--- src/rtl/otc_pkg.sv ---
package otc_pkg;
  typedef struct packed {
    logic t;
    logic f;
  } rail_t;

  function automatic logic rail_good(input rail_t r);
    return r.t ^ r.f;
  endfunction
endpackage

--- src/rtl/otc_rail_cell.sv ---
module otc_rail_cell
  import otc_pkg::*;
(
  input  rail_t a,
  input  rail_t b,
  output rail_t y
);
  assign y.t = (a.t & b.f) | (a.f & b.t);
  assign y.f = (a.t & b.t) | (a.f & b.f);

  always_comb begin
    // two good inputs always give a good output
    p_cell_pass_r6: assert (!(rail_good(a) && rail_good(b)) || rail_good(y));
    // a bad input is never masked
    p_cell_block_r6: assert (rail_good(a) && rail_good(b) || !rail_good(y));
  end
endmodule

--- src/rtl/otc_rail_tree.sv ---
module otc_rail_tree
  import otc_pkg::*;
#(
  parameter int PAIRS = 2
) (
  input  rail_t [PAIRS-1:0] leaf,
  output rail_t             root
);
  localparam int NODES = 2*PAIRS - 1;

  rail_t [NODES-1:0] node;

  genvar i;
  generate
    for (i = 0; i < PAIRS; i++) begin : g_leaf
      assign node[i] = leaf[i];
    end
    for (i = 0; i < PAIRS-1; i++) begin : g_cell
      otc_rail_cell u_cell (
        .a(node[2*i]),
        .b(node[2*i+1]),
        .y(node[PAIRS+i])
      );
    end
  endgenerate

  assign root = node[NODES-1];
endmodule

--- src/rtl/otc_is_merge.sv ---
module otc_is_merge #(
  parameter int               NLINES  = 6,
  parameter logic [NLINES-1:0] IS_MASK = '0,
  localparam int NIS   = $countones(IS_MASK),
  localparam int NPLAIN = NLINES - NIS,
  localparam int EFF_N = NPLAIN + ((NIS > 0) ? 1 : 0)
) (
  input  logic [NLINES-1:0] lines,
  output logic [EFF_N-1:0]  eff
);
  logic [EFF_N-1:0] packed_plain;

  always_comb begin
    int k;
    packed_plain = '0;
    k = 0;
    for (int i = 0; i < NLINES; i++) begin
      if (!IS_MASK[i]) begin
        packed_plain[k] = lines[i];
        k = k + 1;
      end
    end
  end

  generate
    if (NIS > 0) begin : g_secure
      logic shared;
      assign shared = |(lines & IS_MASK);
      always_comb begin
        eff = packed_plain;
        eff[EFF_N-1] = shared;
      end
      always_comb begin
        // any active marked line must reach the shared line
        p_secure_seen_r4: assert (!(|(lines & IS_MASK)) || eff[EFF_N-1]);
      end
    end else begin : g_plain
      assign eff = packed_plain;
    end
  endgenerate

  always_comb begin
    // the number of active unmarked lines is preserved
    p_plain_count_r5: assert ($countones(lines & ~IS_MASK) ==
                              $countones(eff) - ((NIS > 0 && (|(lines & IS_MASK))) ? 1 : 0));
  end
endmodule

--- src/rtl/otc_code_xlate.sv ---
module otc_code_xlate
  import otc_pkg::*;
#(
  parameter int EFF_N = 6,
  localparam int NB = $clog2(EFF_N)
) (
  input  logic [EFF_N-1:0] eff,
  output rail_t [NB-1:0]   pair
);
  genvar b;
  generate
    for (b = 0; b < NB; b++) begin : g_bit
      always_comb begin
        pair[b].t = 1'b0;
        pair[b].f = 1'b0;
        for (int idx = 0; idx < EFF_N; idx++) begin
          if (((idx >> b) & 1) == 1) pair[b].t = pair[b].t | eff[idx];
          else                       pair[b].f = pair[b].f | eff[idx];
        end
      end
    end
  endgenerate

  always_comb begin
    logic all_good;
    logic all_zero;
    all_good = 1'b1;
    all_zero = 1'b1;
    for (int q = 0; q < NB; q++) begin
      all_good = all_good & rail_good(pair[q]);
      all_zero = all_zero & ~pair[q].t & ~pair[q].f;
    end
    // a single active line gives a full codeword
    p_single_good_r1: assert (!$onehot(eff) || all_good);
    // no active line leaves every rail low
    p_empty_low_r2: assert ((|eff) || all_zero);
    // multiple active lines break at least one pair
    p_multi_bad_r3: assert (!($countones(eff) > 1) || !all_good);
  end
endmodule

--- src/rtl/otc_proc_check.sv ---
module otc_proc_check
  import otc_pkg::*;
#(
  parameter int               NLINES  = 6,
  parameter logic [NLINES-1:0] IS_MASK = '0,
  localparam int NIS   = $countones(IS_MASK),
  localparam int EFF_N = NLINES - NIS + ((NIS > 0) ? 1 : 0),
  localparam int NB    = $clog2(EFF_N)
) (
  input  logic [NLINES-1:0] lines,
  output rail_t             res
);
  generate
    if (EFF_N < 4) begin : g_too_narrow
      $error("effective line count must be at least four");
    end
  endgenerate

  logic [EFF_N-1:0] eff;
  rail_t [NB-1:0]   pair;

  otc_is_merge #(.NLINES(NLINES), .IS_MASK(IS_MASK)) u_merge (
    .lines(lines),
    .eff  (eff)
  );

  otc_code_xlate #(.EFF_N(EFF_N)) u_xlate (
    .eff (eff),
    .pair(pair)
  );

  otc_rail_tree #(.PAIRS(NB)) u_tree (
    .leaf(pair),
    .root(res)
  );

  always_comb begin
    // one effective line active gives a valid result
    p_proc_valid_r1: assert (!($countones(eff) == 1) || rail_good(res));
    // several effective lines active give an error
    p_proc_error_r3: assert (($countones(eff) == 1) || !rail_good(res));
  end
endmodule

--- src/rtl/onehot_ctrl_guard.sv ---
module onehot_ctrl_guard
  import otc_pkg::*;
#(
  parameter int               NLINES  = 6,
  parameter int               NPROC   = 2,
  parameter logic [NLINES-1:0] IS_MASK = '0,
  localparam int WIDTH = NLINES * NPROC
) (
  input  logic [WIDTH-1:0] ctrl_lines,
  output logic [NPROC-1:0] proc_t,
  output logic [NPROC-1:0] proc_f,
  output logic             sum_t,
  output logic             sum_f
);
  rail_t [NPROC-1:0] pr;
  rail_t             merged;

  genvar p;
  generate
    for (p = 0; p < NPROC; p++) begin : g_proc
      otc_proc_check #(.NLINES(NLINES), .IS_MASK(IS_MASK)) u_chk (
        .lines(ctrl_lines[p*NLINES +: NLINES]),
        .res  (pr[p])
      );
      assign proc_t[p] = pr[p].t;
      assign proc_f[p] = pr[p].f;
    end
  endgenerate

  otc_rail_tree #(.PAIRS(NPROC)) u_compact (
    .leaf(pr),
    .root(merged)
  );

  assign sum_t = merged.t;
  assign sum_f = merged.f;

  always_comb begin
    // merged result is valid exactly when every process is valid
    p_merge_valid_r6: assert ((sum_t ^ sum_f) == (&(proc_t ^ proc_f)));
  end
endmodule

--- config.mk ---
export PLATFORM = sky130hd
export DESIGN_NAME = onehot_ctrl_guard
export DESIGN_NICKNAME = d
export VERILOG_FILES = /design/src/rtl/otc_pkg.sv /design/src/rtl/otc_rail_cell.sv /design/src/rtl/otc_rail_tree.sv /design/src/rtl/otc_is_merge.sv /design/src/rtl/otc_code_xlate.sv /design/src/rtl/otc_proc_check.sv /design/src/rtl/onehot_ctrl_guard.sv
export SDC_FILE = /design/constraint.sdc
export NUM_CORES = 1
export LEC_CHECK = 0
export BUFFER_PORTS_ARGS = -buffer_cell sky130_fd_sc_hd__buf_2
export CELL_PAD_IN_SITES_DETAIL_PLACEMENT = 1
export CELL_PAD_IN_SITES_GLOBAL_PLACEMENT = 2
export CORE_AREA = 2 2 39 41
export DETAILED_ROUTE_END_ITERATION = 10
export DIE_AREA = 0 0 41 43
export PLACE_DENSITY = 0.67
export SLEW_MARGIN = 20
export SYNTH_ARGS = -nofsm -noshare
export SYNTH_HDL_FRONTEND = slang
export SYNTH_SLANG_ARGS = --single-unit
--- constraint.sdc ---
create_clock -name vclk -period 1.3
set_clock_uncertainty 0.15 [all_clocks]
set_input_delay 0.195 -clock vclk [all_inputs]
set_output_delay 0.195 -clock vclk [all_outputs]
set_load 0.05 [all_outputs]
==> flow_metrics.tcl <==
set metrics [dict create \
    synthToLayoutAreaGrowth_pct 468 \
    ys.warnings.count 0 \
    dr_total_vias 242 \
    synth_fa_ha_area_share_pct 44.0 \
    synth_top_family_by_area "adder cells" \
    min_path_cells 5 \
    antenna_found_initial 0 \
    hold_end "proc_t[0]" \
    routed.top_layer "met3" \
    ys_seq_area_share_pct 0 \
    die_area_um2 1760 \
    met3RoutedLength_um 101 \
    fin_crit_ns 1.51 \
    regArea_um2 0 \
    grt_overflow 0 \
    finalInstanceArea_um2 533 \
    grt_pass1_vias 269 \
    gp_congestion 0.622 \
    crit_path_start_kind "primary input" \
    drt_iter0_markers 0 \
    timing.slew.headroom_pct 86.3 \
    wl_per_cell_um 10.5 \
    drtPass1Iterations 1 \
    powerDensity_nw_per_um2 286 \
    synth_compound_area_share_pct 13.3 \
    synth_area_leaders "maj3_1 32%, nor4_1 27%, inv_1 16%, o22ai_1 13%, maj3_2 12%" \
    status "complete, but fails checks" \
    diodes 0 \
    end_kind "primary output" \
    required_ns 0.95 \
    clockBufferCount 0 \
    dp_slack_ns -0.335 \
    postSynthCellCount 14 \
    dieHeight_um 43 \
    power.leakage_uw 0.000217 \
    synth.distinct_cells 5 \
    cap_viol_max_count 0 \
    wl_met2_um 301 \
    grt.total_usage_pct 8.49 \
    ant_nets 0 \
    postRouteWirelength_um 663 \
    nFillCells 156 \
    yosys.area_share.simple_pct 26.7 \
    grt_pass1_wl_um 1060 \
    hold_buffers 0 \
    start_util_pct 6.78 \
    core.rowCount 14 \
    vdd_drop_max_mv 0.101 \
    utilization_pct 38.5 \
    setup_violations 6 \
    holdCritStartpoint "ctrl_lines[2]" \
    setup_tns_ns -1.07 \
    synth_mux_area_share_pct 0 \
    numPortBuffers 18 \
    layout_common_cells "14 x buf_6, 14 x buf_4" \
    setup_ws_ns -0.212 \
    multi_input_area_um2 170 \
    layout-drive-gt1-share_pct 100 \
    fin_nets 61 \
    synth_xor_area_share_pct 0 \
    finalCritPeriodShare_pct 116 \
    synth_area_um2 93.8 \
    wl_met1_um 259 \
    drc_errors 0 \
    grt_max_degree 4 \
    violations "negative setup slack" \
    maxSlewViolCount 0 \
    hp-class "primary input to primary output" \
    critPathKind "primary input to primary output" \
    worst_pin_slew_ns 0.204 \
    netlist.area_leader.share_pct 32.0 \
    design.core.area_um2 1380 \
    netlist.top_cell.by_area "maj3_1" \
    die_x_um 41 \
    worstPathArrival_ns 1.17 \
    place_area_um2 399 \
    rsz0062_at_grt "true" \
    hold_viol 0 \
    seq_cells 0 \
    postSynthAreaPerCell_um2 6.70 \
    via_per_inst 3.84 \
    ios 18 \
    synth_nets 26 \
    cp_max_fo 3 \
    max_freq_mhz 661 \
    fin_total_pwr_uw 152 \
]
## worst max-delay path, stage by stage
cell	delay, ns
buf_6	0.09
maj3_2	0.33
nor4_4	0.15
buf_4	0.19
o22ai_4	0.06
buf_6	0.15
## metal layers
metal,track usage (%),vias to the layer above
met5,0,-
met4,0,0
met3,3.14,0
met2,14.1,18
met1,10.8,104
li1,-,120
## worst max path at each step
stage                       start         to  slack [ns]
floorplan           ctrl_lines[6]  proc_t[1]       -0.14
global placement    ctrl_lines[6]      sum_t       -0.34
detailed placement  ctrl_lines[6]      sum_f       -0.33
CTS                 ctrl_lines[7]      sum_t       -0.22
global route        ctrl_lines[1]      sum_t       -0.25
finish              ctrl_lines[7]      sum_f       -0.21
## what timing repair did
| action | 4_1_cts | 5_1_grt |
|---|---|---|
| pin swaps | 5 | 1 |
| resized for setup | 25 | 6 |
| buffers inserted | 1 | 0 |
| endpoints found under the setup margin | 6 | 6 |
## power by group
group / switching, µW / internal [µW] / total [µW]
Clock: 0 / 0 / 0
Combinational: 63.9 / 88.5 / 152
Sequential: 0 / 0 / 0
Total: 63.9 / 88.5 / 152
## synth_stat cells
cell type and n:
inv_1 4, nor4_1 4, o22ai_1 2, maj3_2 1
maj3_1 3
## through the flow
step | std cells | hold WS, ns
after global routing | 63 | 0.701
after CTS | 63 | 0.710
final | 63 | 0.675
after detailed placement | 62 | 0.846
after floorplan | 14 | 0.464
after global placement | 62 | 0.840
## layout make-up
cell class / instances / share of cell area, %
inverter: 4 / 2.82
tap: 16 / 3.76
multi-input combinational: 10 / 31.9
timing repair buffer: 33 / 61.5
## kinds of logic (layout without fill, tap and decap cells)
| logic type | Yosys count | count (layout) |
|---|---|---|
| buffers and inverters | 4 | 37 |
| adders and majority gates | 4 | 4 |
| and+or+nand+nor | 4 | 4 |
| AOI/OAI and AO/OA | 2 | 2 |
Power figures use the tool's default switching activity.
